$ cat src/rtl/bitslice_alu_pkg.sv
package bitslice_alu_pkg;
   typedef enum logic [1:0] {
      SEL_ARITH = 2'd0,
      SEL_NOTB  = 2'd1,
      SEL_OR    = 2'd2,
      SEL_AND   = 2'd3
   } sel_t;
endpackage

$ cat src/rtl/bitslice_alu_cell.sv
module bitslice_alu_cell
   import bitslice_alu_pkg::*;
(
   input  logic       a_bit,
   input  logic       b_bit,
   input  logic       c_in,
   input  logic       inv,
   input  logic [1:0] sel,
   output logic       r_bit,
   output logic       c_out
);
   logic b_eff;
   logic half;
   logic sum_bit;

   // Second operand is complemented for subtraction only.
   assign b_eff   = b_bit ^ inv;
   assign half    = a_bit ^ b_eff;
   assign sum_bit = half ^ c_in;
   assign c_out   = (a_bit & b_eff) | (c_in & half);

   always_comb begin
      unique case (sel_t'(sel))
         SEL_ARITH: r_bit = sum_bit;
         SEL_NOTB:  r_bit = ~b_bit;
         SEL_OR:    r_bit = a_bit | b_bit;
         default:   r_bit = a_bit & b_bit;
      endcase
   end
endmodule

$ cat src/rtl/bitslice_alu_flags.sv
module bitslice_alu_flags #(
   parameter int WIDTH   = 32,
   parameter bit NZ_TREE = 1'b1
) (
   input  logic [WIDTH-1:0] res,
   input  logic             carry_into_top,
   input  logic             carry_out_top,
   input  logic             arith,
   output logic             ovf,
   output logic             nz
);
   assign ovf = arith & (carry_into_top ^ carry_out_top);

   generate
      if (NZ_TREE) begin : g_nz_tree
         assign nz = |res;
      end else begin : g_nz_chain
         logic [WIDTH-1:0] any_set;
         assign any_set[0] = res[0];
         for (genvar k = 1; k < WIDTH; k++) begin : g_link
            assign any_set[k] = any_set[k-1] | res[k];
         end
         assign nz = any_set[WIDTH-1];
      end
   endgenerate
endmodule

$ cat src/rtl/bitslice_alu.sv
module bitslice_alu
   import bitslice_alu_pkg::*;
#(
   parameter int WIDTH   = 32,
   parameter bit NZ_TREE = 1'b1
) (
   input  logic [WIDTH-1:0] op_a,
   input  logic [WIDTH-1:0] op_b,
   input  logic [1:0]       sel,
   input  logic             sub_inv,
   output logic [WIDTH-1:0] result,
   output logic             ovf,
   output logic             nonzero
);
   localparam int MSB = WIDTH - 1;

   generate
      if (WIDTH < 2) begin : g_bad_width
         $error("bitslice_alu: WIDTH must be at least 2");
      end
   endgenerate

   logic [WIDTH:0] carry;
   logic           arith;

   assign carry[0] = sub_inv;
   assign arith    = (sel_t'(sel) == SEL_ARITH);

   generate
      for (genvar i = 0; i < WIDTH; i++) begin : g_cell
         bitslice_alu_cell u_cell (
            .a_bit (op_a[i]),
            .b_bit (op_b[i]),
            .c_in  (carry[i]),
            .inv   (sub_inv),
            .sel   (sel),
            .r_bit (result[i]),
            .c_out (carry[i+1])
         );
      end
   endgenerate

   bitslice_alu_flags #(
      .WIDTH   (WIDTH),
      .NZ_TREE (NZ_TREE)
   ) u_flags (
      .res            (result),
      .carry_into_top (carry[MSB]),
      .carry_out_top  (carry[WIDTH]),
      .arith          (arith),
      .ovf            (ovf),
      .nz             (nonzero)
   );

   always_comb begin
      if (arith && !sub_inv) begin
         assert_add_R1: assert (result == op_a + op_b);
         assert_add_ovf_R5: assert (ovf == ((op_a[MSB] == op_b[MSB]) && (result[MSB] != op_a[MSB])));
      end
      if (arith && sub_inv) begin
         assert_sub_R2: assert (result == op_a - op_b);
         assert_sub_ovf_R6: assert (ovf == ((op_a[MSB] != op_b[MSB]) && (result[MSB] != op_a[MSB])));
      end
      if (sel_t'(sel) == SEL_NOTB) begin
         assert_notb_R3: assert (result == ~op_b);
      end
      if (sel_t'(sel) == SEL_OR) begin
         assert_or_R4: assert (result == (op_a | op_b));
      end
      if (sel_t'(sel) == SEL_AND) begin
         assert_and_R4: assert (result == (op_a & op_b));
      end
      if (!arith) begin
         assert_no_overflow_R7: assert (!ovf);
      end
      assert_nonzero_R8: assert (nonzero == (result != '0));
   end
endmodule

$ cat config.mk
export PLATFORM = sky130hd
export DESIGN_NAME = bitslice_alu
export DESIGN_NICKNAME = d
export VERILOG_FILES = /design/src/rtl/bitslice_alu_pkg.sv /design/src/rtl/bitslice_alu_cell.sv /design/src/rtl/bitslice_alu_flags.sv /design/src/rtl/bitslice_alu.sv
export SDC_FILE = /design/constraint.sdc
export NUM_CORES = 1
export LEC_CHECK = 0
export CAP_MARGIN = 20
export CORE_UTILIZATION = 46
export DETAILED_ROUTE_END_ITERATION = 6
export PLACE_DENSITY = 0.9
export REMOVE_ABC_BUFFERS = 1
export SETUP_SLACK_MARGIN = 0.02
export SLEW_MARGIN = 10
export SYNTH_ARGS = -nofsm -noshare
export SYNTH_HDL_FRONTEND = slang
export SYNTH_SLANG_ARGS = --single-unit
export TNS_END_PERCENT = 20
$ cat constraint.sdc
create_clock -name vclk -period 19.2
set_input_delay 1.92 -clock vclk [all_inputs]
set_output_delay 1.92 -clock vclk [all_outputs]
set_load 0.02 [all_outputs]
==> results of run 1 <==
==> how the worst max path moves through the flow <==
stage | from | to | depth (start not counted)
floorplan | sub_inv | nonzero | 41
global placement | op_b[0] | nonzero | 44
detailed placement | op_b[0] | nonzero | 44
CTS | op_b[0] | nonzero | 44
global route | op_b[0] | nonzero | 44
finish | op_b[0] | nonzero | 44
==> report_power, final <==
| group | switching [uW] | total [uW] | internal (uW) | leakage [uW] |
|---|---|---|---|---|
| sequential | 0 | 0 | 0 | 0 |
| combinational | 59.8 | 117 | 57.0 | 0.00119 |
| clock | 0 | 0 | 0 | 0 |
==> per-layer routing <==
metal,GRT usage,vias to the layer above,part of all wire,wire (um)
met4,0.0566,0,0.019,125
met5,0,-,0,0
met1,0.277,1176,0.38,2550
li1,-,1194,-,-
met3,0.00813,10,0.056,372
met2,0.463,87,0.54,3610
==> synthesized netlist by cell type, drive strengths merged (2+ instances only) <==
cell type / n / area share
a31oi: 6 / 0.016
o211ai: 2 / 0.0062
nand2: 28 / 0.046
o21ai: 9 / 0.019
inv: 7 / 0.011
o21a: 8 / 0.025
nor2: 38 / 0.060
a211oi: 6 / 0.019
fa: 31 / 0.26
buf: 46 / 0.14
a21oi: 39 / 0.081
nand2b: 24 / 0.062
xnor2: 2 / 0.0073
xor2: 31 / 0.11
nor3: 14 / 0.029
clkbuf: 7 / 0.012
o22ai: 10 / 0.026
or2: 15 / 0.039
nor4: 7 / 0.018
==> through the flow <==
step	setup WS [ps]	total power, uW	cell area [um2]	hold slack, ps
6_report	909	117	3160	4990
5_1_grt	423	128	3160	5060
4_1_cts	906	117	3160	4980
3_5_place_dp	930	117	3160	4980
3_3_place_gp	1350	111	3160	4970
2_1_floorplan	2650	61.5	2060	3980
==> final cells by class <==
cell class | count | area, um2 | share of cell area
multi-input combinational | 276 | 2030 | 0.644
inverter | 7 | 26.3 | 0.00832
timing repair buffer | 103 | 1010 | 0.320
tap | 70 | 87.6 | 0.0277
==> logic make-up after synthesis <==
family                     Yosys count  share of synthesized area
AOI/OAI and AO/OA                   80                      0.191
xor gates and xnor gates            33                      0.120
adders and majority gates           31                      0.257
buffers and inverters               60                      0.158
muxes                                2                    0.00880
and+or+nand+nor                    130                      0.266
==> summary.md, run 1 <==
| Metric | Value |
|---|---|
| Ant diodes | `0` |
| Post-CTS Hold Buffers | `0` |
| Hold Crit Start | `op_a[29]` |
| Crit Path Category | `in -> out` |
| Most common cell after layout, fill and taps aside | `clkdlybuf4s50_1` |
| Die ar. | `5550 um2` |
| Starting density of the core | `0.476` |
| Min-Delay Path Depth | `4` |
| Iter 0 DRT Violations | `146` |
| Row Count | `26` |
| Crit-path max cell delay | `600 ps` |
| Non-filler cells, final | `456` |
| Startpoint types | `input pin` |
| Cell count after synthesis | `336` |
| Vias in the first global route | `2,314` |
| Crit-path leading delay family | `adder cells` |
| Mean Syn Cell Area | `7.19 um2` |
| Die X-Extent | `74.5 um` |
| Seq/Total Area, Yosys | `0` |
| Synth cell types | `32` |
| Inst Count DP | `456` |
| Pwr Density | `37.0 nW/um2` |
| Fin util | `0.622` |
| Routed vias | `2,467` |
| Final setup violation count | `0` |
| Commonest non-fill, non-tap cells in the layout | `clkdlybuf4s50_1 (98), a21oi_1 (39), nor2_1 (37)` |
| Area grow syn2layout | `30.7%` |
| Post-Route WL | `6650 um` |
| CTS resizes | `0` |
| PortBufs | `101` |
| Post-route setup TNS | `0 ps` |
| DRC | `0` |
| Yosys Warn Count | `0` |
| Final nets | `486` |
| Crit path DAT | `16,370 ps` |
| I/O Pins | `101` |
| Max Clock Freq | `0.0547 GHz` |
| Min Tclk post-route | `18,290 ps` |
| First-pass GRT wire length | `10,300 um` |
| Number of fillers in the final layout | `465` |
| Most used cell along the critical path | `fa_1` |
| Vias per cell | `5.41` |
| CP Max Fanout | `4` |
| Leakage power | `0.00119 uW` |
| ANT nets after route | `0` |
| Post-CTS Setup Bufs | `0` |
| Critical Path End Type | `primary output` |
| # clk buffers | `0` |
| RSZ-0062 raised after global routing | `false` |
| Worst hold path type | `in -> out` |
| Final GP Congestion | `0.769` |
| Worst path bufs/invs | `5` |
| Global Route Usage Sum | `0.235` |
| Total grt overflow | `0` |
| Tcrit/Tclk final | `0.953` |
| Core area | `5070 um2` |
| Outcome | `complete, no violations` |
| Sequential cells | `0` |
| WHS Endpoint | `result[29]` |
| Die height | `74.5 um` |
| Slowest CP cell | `clkdlybuf4s50_1` |
| Synthesized cell area | `2420 um2` |
| Initial antenna violation count | `0` |
| Register Area | `0 um2` |
| Worst EP required | `17,280 ps` |
| Pin count of the biggest net entering global routing | `73` |
| Drt first pass iters | `5` |
| Worst-Margin Slew | `978 ps` |
| Avg WL per Cell | `14.6 um` |
| Number of max-cap violations | `0` |
| Slew Viols, Final | `0` |
| DP HPWL | `5250 um` |
| Worst slew margin | `0.348` |
| Fraction of layout cells with a size suffix above 1 | `0.0570` |
| Final hold violations | `0` |
| Worst vdd ir | `0.0213 mV` |
Note: power is estimated with default switching activity, not from simulation.
==> inputs of run 2 (changes only) <==
Settings changed: CAP_MARGIN 20 to not set.
==> results of run 2 <==
The final DEF is identical to that of run 1; final timing and power are the same.
